`config.mk`:
```
export PLATFORM = sky130hd
export DESIGN_NAME = cascade_ack_seq
export DESIGN_NICKNAME = d
export VERILOG_FILES = /design/src/rtl/ackseq_pkg.sv /design/src/rtl/ackseq_unit_upd.sv /design/src/rtl/ackseq_cas_fwd.sv /design/src/rtl/cascade_ack_seq.sv
export SDC_FILE = /design/constraint.sdc
export NUM_CORES = 1
export LEC_CHECK = 0
export BUFFER_PORTS_ARGS = -buffer_cell sky130_fd_sc_hd__clkbuf_2
export CORE_MARGIN = 3
export CORE_UTILIZATION = 49
export CTS_CLUSTER_DIAMETER = 40
export DETAILED_ROUTE_END_ITERATION = 16
export PLACE_DENSITY_LB_ADDON = 0.1
export SYNTH_ARGS = -nofsm -noshare
export SYNTH_HDL_FRONTEND = slang
export SYNTH_SLANG_ARGS = --single-unit
```
`constraint.sdc`:
```
create_clock -name clk -period 3.7 [get_ports clk]
set_input_delay 0.37 -clock clk [delete_from_list [all_inputs] [get_ports clk]]
set_output_delay 0.37 -clock clk [all_outputs]
set_load 0.01 [all_outputs]
```
`src/rtl/ackseq_pkg.sv`:
```
package ackseq_pkg;
  parameter int unsigned NUM_LINES = 8;
  localparam int unsigned LINE_W = $clog2(NUM_LINES);

  typedef struct packed {
    logic [NUM_LINES-1:0] irr_clr;
    logic [NUM_LINES-1:0] isr_set;
    logic                 rot_we;
    logic [LINE_W-1:0]    rot_base;
  } unit_upd_t;
endpackage

```
`src/rtl/ackseq_unit_upd.sv`:
```
module ackseq_unit_upd
  import ackseq_pkg::*;
(
  input  logic                 en_i,
  input  logic [LINE_W-1:0]    line_i,
  input  logic [NUM_LINES-1:0] lvl_i,
  input  logic                 aeoi_i,
  input  logic                 rot_i,
  output unit_upd_t            upd_o
);
  localparam logic [LINE_W-1:0] LAST_LINE = LINE_W'(NUM_LINES - 1);

  always_comb begin
    upd_o = '0;
    if (en_i) begin
      // edge-triggered requests are consumed, level ones stay
      if (!lvl_i[line_i]) upd_o.irr_clr[line_i] = 1'b1;
      if (!aeoi_i) begin
        upd_o.isr_set[line_i] = 1'b1;
      end else if (rot_i) begin
        upd_o.rot_we   = 1'b1;
        upd_o.rot_base = (line_i == LAST_LINE) ? '0 : line_i + 1'b1;
      end
    end
  end
endmodule

```
`src/rtl/ackseq_cas_fwd.sv`:
```
module ackseq_cas_fwd (
  input  logic clk,
  input  logic rst_n,
  input  logic slv_vld_i,
  input  logic reeval_i,
  output logic cas_o
);
  logic vld_q, cas_q, cas_d, trig;

  // new secondary request, or re-evaluation while one is pending
  assign trig  = slv_vld_i & (~vld_q | reeval_i);
  assign cas_d = trig & ~cas_q;

  always_ff @(posedge clk or negedge rst_n) begin
    if (!rst_n) begin
      vld_q <= 1'b0;
      cas_q <= 1'b0;
    end else begin
      vld_q <= slv_vld_i;
      cas_q <= cas_d;
    end
  end

  assign cas_o = cas_q;

  AST_CAS_PULSE: assert property (@(posedge clk) disable iff (!rst_n)
    cas_q |=> !cas_q);
endmodule

```
`src/rtl/cascade_ack_seq.sv`:
```
module cascade_ack_seq
  import ackseq_pkg::*;
#(
  parameter int unsigned VEC_W    = 8,
  parameter int unsigned CAS_LINE = 2
) (
  input  logic                        clk,
  input  logic                        rst_n,
  input  logic                        ack_i,
  input  logic                        mst_vld_i,
  input  logic [LINE_W-1:0]           mst_line_i,
  input  logic                        slv_vld_i,
  input  logic [LINE_W-1:0]           slv_line_i,
  input  logic [VEC_W-LINE_W-1:0]     mst_base_i,
  input  logic [VEC_W-LINE_W-1:0]     slv_base_i,
  input  logic [NUM_LINES-1:0]        mst_lvl_i,
  input  logic [NUM_LINES-1:0]        slv_lvl_i,
  input  logic                        mst_aeoi_i,
  input  logic                        mst_rot_i,
  input  logic                        slv_aeoi_i,
  input  logic                        slv_rot_i,
  output logic [VEC_W-1:0]            vec_o,
  output logic                        vec_vld_o,
  output logic [NUM_LINES-1:0]        mst_irr_clr_o,
  output logic [NUM_LINES-1:0]        mst_isr_set_o,
  output logic                        mst_rot_we_o,
  output logic [LINE_W-1:0]           mst_rot_base_o,
  output logic [NUM_LINES-1:0]        slv_irr_clr_o,
  output logic [NUM_LINES-1:0]        slv_isr_set_o,
  output logic                        slv_rot_we_o,
  output logic [LINE_W-1:0]           slv_rot_base_o,
  output logic                        cas_o
);
  localparam int unsigned BASE_W = VEC_W - LINE_W;
  localparam int unsigned UNITS  = 2;
  localparam logic [LINE_W-1:0] SPUR    = LINE_W'(NUM_LINES - 1);
  localparam logic [LINE_W-1:0] CAS_SEL = LINE_W'(CAS_LINE);

  logic              vld_q;
  logic [VEC_W-1:0]  vec_q, vec_d;
  logic              accept, sel_cas;
  logic [UNITS-1:0]  u_en, u_aeoi, u_rot;
  logic [LINE_W-1:0] u_line [UNITS];
  logic [NUM_LINES-1:0] u_lvl [UNITS];
  unit_upd_t         upd_d [UNITS];
  unit_upd_t         upd_q [UNITS];

  // an acknowledge is taken only when no vector is being presented
  assign accept  = ack_i & ~vld_q;
  assign sel_cas = mst_line_i == CAS_SEL;

  assign u_en[0]   = accept & mst_vld_i;
  assign u_en[1]   = accept & mst_vld_i & sel_cas & slv_vld_i;
  assign u_line[0] = mst_line_i;
  assign u_line[1] = slv_line_i;
  assign u_lvl[0]  = mst_lvl_i;
  assign u_lvl[1]  = slv_lvl_i;
  assign u_aeoi    = {slv_aeoi_i, mst_aeoi_i};
  assign u_rot     = {slv_rot_i, mst_rot_i};

  always_comb begin
    if (!mst_vld_i)       vec_d = {mst_base_i, SPUR};
    else if (!sel_cas)    vec_d = {mst_base_i, mst_line_i};
    else if (slv_vld_i)   vec_d = {slv_base_i, slv_line_i};
    else                  vec_d = {slv_base_i, SPUR};
  end

  for (genvar g = 0; g < UNITS; g++) begin : g_unit
    ackseq_unit_upd i_upd (
      .en_i   (u_en[g]),
      .line_i (u_line[g]),
      .lvl_i  (u_lvl[g]),
      .aeoi_i (u_aeoi[g]),
      .rot_i  (u_rot[g]),
      .upd_o  (upd_d[g])
    );

    always_ff @(posedge clk or negedge rst_n) begin
      if (!rst_n) upd_q[g] <= '0;
      else        upd_q[g] <= upd_d[g];
    end
  end

  always_ff @(posedge clk or negedge rst_n) begin
    if (!rst_n) begin
      vld_q <= 1'b0;
      vec_q <= '0;
    end else begin
      vld_q <= accept;
      if (accept) vec_q <= vec_d;
    end
  end

  ackseq_cas_fwd i_cas (
    .clk       (clk),
    .rst_n     (rst_n),
    .slv_vld_i (slv_vld_i),
    .reeval_i  (vld_q),
    .cas_o     (cas_o)
  );

  assign vec_o          = vec_q;
  assign vec_vld_o      = vld_q;
  assign mst_irr_clr_o  = upd_q[0].irr_clr;
  assign mst_isr_set_o  = upd_q[0].isr_set;
  assign mst_rot_we_o   = upd_q[0].rot_we;
  assign mst_rot_base_o = upd_q[0].rot_base;
  assign slv_irr_clr_o  = upd_q[1].irr_clr;
  assign slv_isr_set_o  = upd_q[1].isr_set;
  assign slv_rot_we_o   = upd_q[1].rot_we;
  assign slv_rot_base_o = upd_q[1].rot_base;

  AST_VLD_SINGLE: assert property (@(posedge clk) disable iff (!rst_n)
    vld_q |=> !vld_q);
  AST_QUIET_IDLE: assert property (@(posedge clk) disable iff (!rst_n)
    !vec_vld_o |-> (mst_irr_clr_o == '0 && mst_isr_set_o == '0 && !mst_rot_we_o
                    && slv_irr_clr_o == '0 && slv_isr_set_o == '0 && !slv_rot_we_o));
  AST_LEVEL_KEPT: assert property (@(posedge clk) disable iff (!rst_n)
    vec_vld_o |-> ((mst_irr_clr_o & $past(mst_lvl_i)) == '0));
  AST_ISR_ONEHOT: assert property (@(posedge clk) disable iff (!rst_n)
    $onehot0(mst_isr_set_o) && $onehot0(slv_isr_set_o));
  AST_AEOI_NO_ISR: assert property (@(posedge clk) disable iff (!rst_n)
    (vec_vld_o && $past(mst_aeoi_i)) |-> mst_isr_set_o == '0);
  AST_SPUR_MST: assert property (@(posedge clk) disable iff (!rst_n)
    (vec_vld_o && !$past(mst_vld_i)) |-> (vec_o[LINE_W-1:0] == SPUR));
endmodule

```
==> reports/summary.txt <==
Final Max Tran Viols - 0
fraction of registers with async set/reset - 100%
Comb power frac - 11.0%
antenna violations before repair - 0
dpl ws - 1640 ps
register area share after synthesis - 64.6%
syn avg cell area - 12.4 µm²
number of synthesis warnings - 0
fmax - 0.575 GHz
first-pass GRT wire length - 7020 µm
worst vdd ir - 209 µV
post-DR vias/cell - 5.03
leak pwr - 0.00136 µW
Critical Path Start Type - input pin
Final setup viols - 0
status - finished clean
GRT Total Usage - 18.1%
Routed WL - 4130 µm
Seq cells post-synth - 51
Num Clock Sinks - 51
diode count - 0
nets - 297
gpl congestion - 0.708
synth top area cells - dfrtp_1, nor3_1, nor2_1
drt wl/cell - 13.8 µm
internal power - 819 µW
CP Data Required Time - 3890 ps
Synth cell types - 33
Fillers - 316
cell count after synthesis - 159
Pre-antenna DRT Iters - 5
clock latency on the worst-skew pair - 290 ps
crit-path max FO - 14
worst path arrival time - 1930 ps
Sum Neg Setup Slack - 0 ps
H-Tree Depth - 2
ys flop type - dfrtp_1
Setup Buffers After CTS - 0
net count after synthesis - 205
Critical Path Sink Type - flip-flop
Yosys top cell by area - dfrtp_1
final routed DRC violation total - 0
Sw Ratio - 23.0%
Fin. Hold Viols - 0
clock share of power - 34.3%
r2r setup slk - 2310 ps
top cell type's share of synthesized area - 64.6%
CTS buffer count - 5
EDFF count, synth - 0
Tightest Hold Check Type - input pin to asynchronous set/reset pin
I/O Buffers - 90
die width - 69.5 µm
CTS Root Cell - clkbuf_8
Setup CP Type - input pin to flip-flop
hpwl dp - 3120 µm
clock period minus worst slack - 1740 ps
synth-to-layout area growth - 30.2%
num rows - 22
via count - 1504
RSZ-0062 raised after global routing - no
io pins - 91
Final ANT Viol Nets - 0
total congestion overflow - 0
commonest non-fill, non-tap cells in the layout - clkbuf_2, dfrtp_1, nor2_1
core area - 0.00377 mm²
post-cts gate resize count - 0
DR iter-0 viols - 53
sequential share of power - 54.7%
Worst-Margin Slew - 603 ps
worst r2r src - vec_vld_o
max-cap viol count - 0
Initial Util - 52.4%
Hold WS - 166 ps
CTS tree - built
die area - 0.00483 mm²
commonest non-fill, non-tap cell in the layout - clkbuf_2
length in cells of the worst reg-to-reg path - 4
post-synthesis cell area - 0.00198 mm²
layout cells sized above 1 - 42.2%
Max-slew headroom - 59.8%
setup ws final - 1960 ps
largest net degree at the start of global routing - 52
Layout Skew - 3.92 ps
period utilisation layout - 47.0%
clock-pin slew on the worst setup and hold paths - 80 ps
CTS max path bufs - 2
Die H - 69.5 µm
Power Dens Cells - 413 mW/mm²
vias in the first global route - 1454
switching power - 244 µW
worst r2r dst - slv_irr_clr_o[0]
Post-CTS Hold Buffers - 0
## per-layer routing
layer | vias up | GRT usage (%) | part of all wire [%]
li1 | 739 | - | -
met5 | - | 0 | 0
met2 | 61 | 27.3 | 46
met4 | 0 | 5.86 | 0.56
met3 | 2 | 4.78 | 7.7
met1 | 702 | 25.7 | 46
## power by group through the flow
stage	clock (µW)	sequential (µW)	combinational, µW
2_1_floorplan	0	599	47.9
3_3_place_gp	0	592	117
3_5_place_dp	0	591	119
4_1_cts	372	581	119
5_1_grt	396	584	133
6_report	365	581	117
## per-stage QoR
step | total power (µW) | util, % | instance area, µm² | cells
after floorplan | 647 | - | 1980 | 159
after global placement | 709 | 65.4 | 2470 | 292
after detailed placement | 710 | 65.4 | 2470 | 292
after CTS | 1070 | 68.2 | 2570 | 299
after global routing | 1110 | 68.2 | 2570 | 299
final | 1060 | 68.2 | 2570 | 299
## cells by family after synthesis
group | count (synthesis) | share of synthesized area (%)
flops | 51 | 64.6
buf+inv | 10 | 2.34
mux | 10 | 6.14
fa+ha+maj | 5 | 3.17
simple gates | 72 | 20.5
compound gates | 11 | 3.23
## area by class of cell
cell class,instances,area [µm²],area share (%)
Sequential cell,51,1280,49.6
Timing Repair Buffer,92,465,18.1
Inverter,3,11.3,0.438
Tap cell,48,60.1,2.33
Clock inverter,2,37.5,1.46
Multi-Input combinational cell,98,653,25.4
Clock buffer,5,68.8,2.68
## Yosys cell counts (3+ instances only)
cell type / instances
dfrtp_1: 51
nor2_1: 21
nor3_1: 18
a21oi_1: 5
clkbuf_1: 5
ha_1: 5
mux2i_1: 5
nand2_1: 5
nand4_1: 4
nor2b_1: 4
inv_1: 3
mux2_2: 3
nand4bb_1: 3
## worst max path at each step
stage,from,end,slack [ps]
after detailed placement,mst_line_i[0],slv_irr_clr_o[0],1640
after CTS,mst_line_i[0],slv_irr_clr_o[0],1930
after global routing,mst_line_i[0],slv_rot_base_o[0],1790
after floorplan,mst_line_i[0],mst_irr_clr_o[0],2090
final,mst_line_i[0],slv_irr_clr_o[0],1960
after global placement,mst_line_i[0],slv_irr_clr_o[0],1740
## flip-flops by register name, indices dropped and copies added (netlist names)
register	flops
vec_o	8
mst_isr_set_o	8
i_cas.vld_q	1
mst_rot_we_o	1
mst_irr_clr_o	8
vec_vld_o	1
slv_irr_clr_o	8
slv_isr_set_o	8
mst_rot_base_o	3
i_cas.cas_o	1
slv_rot_base_o	3
slv_rot_we_o	1
## worst max-delay path: stages
cell and delay [ps]:
clkbuf_2 210, inv_1 130, ha_1 200, and3b_1 470
nand4b_1 310, nor4_1 240
Note: power is estimated with default switching activity, not from simulation.
